## config.mk

```make
export PLATFORM = sky130hd
export DESIGN_NAME = jabber_lockout
export DESIGN_NICKNAME = d
export VERILOG_FILES = /design/src/rtl/jl_pkg.sv /design/src/rtl/jl_run_counter.sv /design/src/rtl/jabber_lockout.sv
export SDC_FILE = /design/constraint.sdc
export NUM_CORES = 1
export LEC_CHECK = 0
export ABC_AREA = 1
export BUFFER_PORTS_ARGS = -buffer_cell sky130_fd_sc_hd__buf_2
export CORE_MARGIN = 3
export CORE_UTILIZATION = 45
export CTS_BUF_LIST = sky130_fd_sc_hd__clkbuf_2 sky130_fd_sc_hd__clkbuf_4 sky130_fd_sc_hd__clkbuf_8
export DETAILED_ROUTE_END_ITERATION = 10
export PLACE_DENSITY = 0.62
export SLEW_MARGIN = 20
export SYNTH_ARGS = -nofsm -noshare
export SYNTH_HDL_FRONTEND = slang
export SYNTH_HIERARCHICAL = 1
export SYNTH_SLANG_ARGS = --single-unit
```

## constraint.sdc

```tcl
create_clock -name clk -period 1.4 [get_ports clk]
set_input_delay 0.21 -clock clk [delete_from_list [all_inputs] [get_ports clk]]
set_output_delay 0.21 -clock clk [all_outputs]
set_load 0.1 [all_outputs]
```

## src/rtl/jl_pkg.sv

```systemverilog
package jl_pkg;
    typedef enum logic {
        JL_RUN  = 1'b0,
        JL_LOCK = 1'b1
    } jl_mode_e;

    typedef struct packed {
        jl_mode_e mode;
    } jl_ctrl_s;
endpackage

```

## src/rtl/jl_run_counter.sv

```systemverilog
// Counts consecutive cycles with count_en high; hit pulses on the LIMIT-th.
module jl_run_counter #(
    parameter int LIMIT = 16
) (
    input  logic clk,
    input  logic rst_n,
    input  logic count_en,
    output logic hit
);
    localparam int W = $clog2(LIMIT + 1);

    typedef struct packed {
        logic [W-1:0] cnt;
    } cnt_s;

    cnt_s cur_q, nxt_d;

    assign hit = count_en && (cur_q.cnt == W'(LIMIT - 1));

    always_comb begin
        nxt_d = cur_q;
        if (!count_en) begin
            nxt_d.cnt = '0;
        end else if (hit) begin
            nxt_d.cnt = '0;
        end else begin
            nxt_d.cnt = cur_q.cnt + 1'b1;
        end
    end

    always_ff @(posedge clk) begin
        if (!rst_n) begin
            cur_q <= '0;
        end else begin
            cur_q <= nxt_d;
        end
    end

    AST_CNT_BOUND: assert property (@(posedge clk) disable iff (!rst_n)
        cur_q.cnt < W'(LIMIT));
    AST_HIT_RESTART: assert property (@(posedge clk) disable iff (!rst_n)
        hit |=> (cur_q.cnt == '0));
endmodule

```

## src/rtl/jabber_lockout.sv

```systemverilog
module jabber_lockout #(
    parameter int JAB_CYCLES   = 260000,
    parameter int UNJAB_CYCLES = 4000000
) (
    input  logic clk,
    input  logic rst_n,
    input  logic tx_active,
    input  logic drv_fault,
    input  logic ext_disable,
    output logic drv_enable,
    output logic lockout
);
    import jl_pkg::*;

    jl_ctrl_s ctl_q, ctl_d;
    logic     running;
    logic     force_lock;
    logic     quiet;
    logic     jab_hit;
    logic     unjab_hit;

    assign running    = (ctl_q.mode == JL_RUN);
    assign force_lock = drv_fault || ext_disable;
    assign quiet      = !tx_active && !force_lock;

    // Consecutive-activity measurement while the driver is allowed on.
    jl_run_counter #(.LIMIT(JAB_CYCLES)) u_jab_cnt (
        .clk      (clk),
        .rst_n    (rst_n),
        .count_en (running && tx_active),
        .hit      (jab_hit)
    );

    // Unbroken quiet interval needed before the driver comes back.
    jl_run_counter #(.LIMIT(UNJAB_CYCLES)) u_unjab_cnt (
        .clk      (clk),
        .rst_n    (rst_n),
        .count_en (!running && quiet),
        .hit      (unjab_hit)
    );

    always_comb begin
        ctl_d = ctl_q;
        case (ctl_q.mode)
            JL_RUN:  if (force_lock || jab_hit) ctl_d.mode = JL_LOCK;
            JL_LOCK: if (unjab_hit)             ctl_d.mode = JL_RUN;
            default: ctl_d.mode = JL_LOCK;
        endcase
    end

    always_ff @(posedge clk) begin
        if (!rst_n) begin
            ctl_q.mode <= JL_RUN;
        end else begin
            ctl_q <= ctl_d;
        end
    end

    assign drv_enable = running;
    assign lockout    = !running;

    AST_FORCE_LOCK: assert property (@(posedge clk) disable iff (!rst_n)
        (drv_enable && force_lock) |=> lockout);
    AST_JAB_TRIP: assert property (@(posedge clk) disable iff (!rst_n)
        (drv_enable && jab_hit) |=> (lockout && !drv_enable));
    AST_HOLD_LOCK: assert property (@(posedge clk) disable iff (!rst_n)
        (lockout && !quiet) |=> lockout);
    AST_RELEASE_CAUSE: assert property (@(posedge clk) disable iff (!rst_n)
        $fell(lockout) |-> $past(unjab_hit));
endmodule

```

==> results_dict.tcl <==
set metrics [dict create \
    run_status "finished clean" \
    yosys_warnings 6 \
    postRouteWirelength_um 4200 \
    routabilityCongestion 0.844 \
    synth_fp_nets 321 \
    ir_worst_vdd_mv 0.438 \
    grt_pass1_wl_um 7110 \
    grt_antenna_before_repair 0 \
    r2r_start "u_unjab_cnt/cur_q[0]$_SDFF_PP0_" \
    io_buffer_count 6 \
    endpoint_kind "primary output" \
    cts_sinks 41 \
    final_util 0.560 \
    grt_max_degree 17 \
    ant_nets 0 \
    cts_tree "yes" \
    nets 343 \
    p_per_area_mw_per_mm2 819 \
    synth_edf_count 0 \
    placed_area_mm2 0.00233 \
    fin_skew_ns 0.00560 \
    worstReg2RegEnd "u_unjab_cnt/cur_q[16]$_SDFF_PP0_" \
    start_util 0.479 \
    cp_slowest_cell "buf_2" \
    dieArea_mm2 0.00563 \
    crit_path_max_incr_delay_ns 0.41 \
    finalMaxSlewViolations 0 \
    numCtsBuffers 5 \
    required_ns 1.19 \
    synth_common_cells "nand2_1, nor2_1, dfxtp_1" \
    dp_slack_ns -0.00503 \
    synth.most_common_cell "nand2_1" \
    crit_end "drv_enable" \
    pin_count 7 \
    cts_buffer_depth 2 \
    core_mm2 0.00447 \
    n_fill_cell 443 \
    syn_avg_cell_area_um2 6.83 \
    multiInputGateArea_mm2 0.00123 \
    insertion_delay_ns 0.29 \
    stdcell_area_mm2 0.00250 \
    yosys.area.top_type "dfxtp_1" \
    worst_slew_pin_slew_ns 0.485 \
    regArea_um2 832 \
    leakagePower_uw 0.000794 \
    die_w_um 75.0 \
    yosysSeqAreaShare 0.383 \
    ys_types 24 \
    grt_pass1_vias 1665 \
    setup_viol 0 \
    slew_headroom 0.679 \
    h-tree-depth 2 \
    synth_top_area_frac 0.383 \
    worstRegToRegCells 8 \
    syn_inst 314 \
    drtIter0Drc 129 \
    dp_hpwl_um 3190 \
    finalCriticalPeriod_ns 1.32 \
    setup.worst_path.start "lockout$_SDFF_PN0_" \
    via_per_inst 4.81 \
    synthFlopType "dfxtp_1" \
    grt_overflow_total 0 \
    floorplan.die.height_um 75.0 \
    rsz0062_at_grt "false" \
    first_pass_iters 4 \
    layout-drive-gt1-share 0.175 \
    hold_viol 0 \
    clockRootBuffer "clkbuf_8" \
    wire_per_inst_um 10.8 \
    synth_area_mm2 0.00214 \
    layout_setup_ws_ns 0.0824 \
    period_share 0.941 \
    n_antenna_cell 0 \
    async_flop_share 0 \
    syn_to_final_growth_pct 16.8 \
    row_count 24 \
    synthTopCellsByArea "dfxtp_1, nand2_1, nor2_1" \
    hold_path_class "input pin to flip-flop" \
    max_freq_ghz 0.759 \
    rrSetupSlack_ns 0.09 \
    cp_cell_sequence "inv_1, buf_2" \
    arrival_ns 1.11 \
    clk_pin_slew_ns 0.08 \
    cap_violations 0 \
    worstSetupPathType "flip-flop to primary output" \
    crit_fanout 6 \
    synth.ff_latch_count 41 \
    vias 1873 \
    cp-start-kind "flip-flop" \
    grt_use_total 0.165 \
    remaining_drc_errors 0 \
]
## cell type report
class / instances / area share
clock buffers: 8 / 0.0365
repair buffers: 18 / 0.0644
inverters: 33 / 0.0495
well taps: 52 / 0.0260
multi-input cells: 237 / 0.492
flip-flops and latches: 41 / 0.332
## how the worst min path moves through the flow
| stage | from | to | slack, ns | cells past startpoint |
|---|---|---|---|---|
| finish | rst_n | lockout$_SDFF_PN0_ | 0.17 | 3 |
| global route | rst_n | lockout$_SDFF_PN0_ | 0.16 | 3 |
| CTS | rst_n | lockout$_SDFF_PN0_ | 0.16 | 3 |
| detailed placement | u_unjab_cnt/cur_q[0]$_SDFF_PP0_ | u_unjab_cnt/cur_q[0]$_SDFF_PP0_ | 0.44 | 1 |
| global placement | u_unjab_cnt/cur_q[0]$_SDFF_PP0_ | u_unjab_cnt/cur_q[0]$_SDFF_PP0_ | 0.43 | 1 |
| floorplan | rst_n | lockout$_SDFF_PN0_ | 0.34 | 2 |
## per-layer routing
layer  global-route usage  up-vias  wire, um
li1                     -     1016         -
met1                0.237      820      2190
met2                0.237       33      1790
met3               0.0401        4       174
met4               0.0652        0        45
met5                    0        -         0
## critical path, delay by kind of cell, from the launching register on
kind	cells	cell delay, ns
buffers and inverters	2	0.45
flip-flops	1	0.37
## sequential cells by signal, summed over array words and instances (netlist names)
| register | cells |
|---|---|
| lockout | 1 |
| u_jab_cnt/cur_q | 18 |
| u_unjab_cnt/cur_q | 22 |
## layout by cell type (no fill, tap or decap), types with 4 or more instances in the layout
cell,synthesis,final
a21oi_1,13,13
buf_2,0,6
buf_4,0,8
clkbuf_8,0,5
dfxtp_1,41,36
inv_1,32,31
nand2_1,79,75
nand2_2,2,5
nand3_1,16,15
nand3_2,4,4
nand3b_1,4,4
nand4_1,5,5
nor2_1,73,70
nor2_2,4,4
nor2_4,3,6
o21ai_0,6,6
xnor2_1,8,8
xor2_1,10,10
## repair_timing
action,CTS,global route
buffers inserted,0,1
resized for setup,0,23
endpoints found under the setup margin,0,41
hold buffers,0,0
endpoints found under the hold margin,0,0
## stage by stage
stage	setup TNS (ns)	hold WS (ns)	total power (uW)	std cells
after floorplan	-0.0313	0.337	1260	314
after global placement	0	0.428	1280	380
after detailed placement	-0.00859	0.436	1280	380
after CTS	0	0.160	2080	388
after global routing	0	0.164	2140	389
final	0	0.169	2050	389
## logic make-up after synthesis
family / count (synthesis) / synth area share
xor gates and xnor gates: 18 / 0.0735
buffers and inverters: 36 / 0.0735
DFF: 41 / 0.383
and+or+nand+nor: 194 / 0.396
adders and majority gates: 2 / 0.0117
AOI/OAI and AO/OA: 23 / 0.0630
## where the power goes
group / total, uW / switching (uW) / internal (uW)
combinational: 84.2 / 56.6 / 27.6
sequential: 1170 / 4.64 / 1170
clock: 794 / 381 / 413
total: 2050 / 442 / 1610
Power figures use the tool's default switching activity.
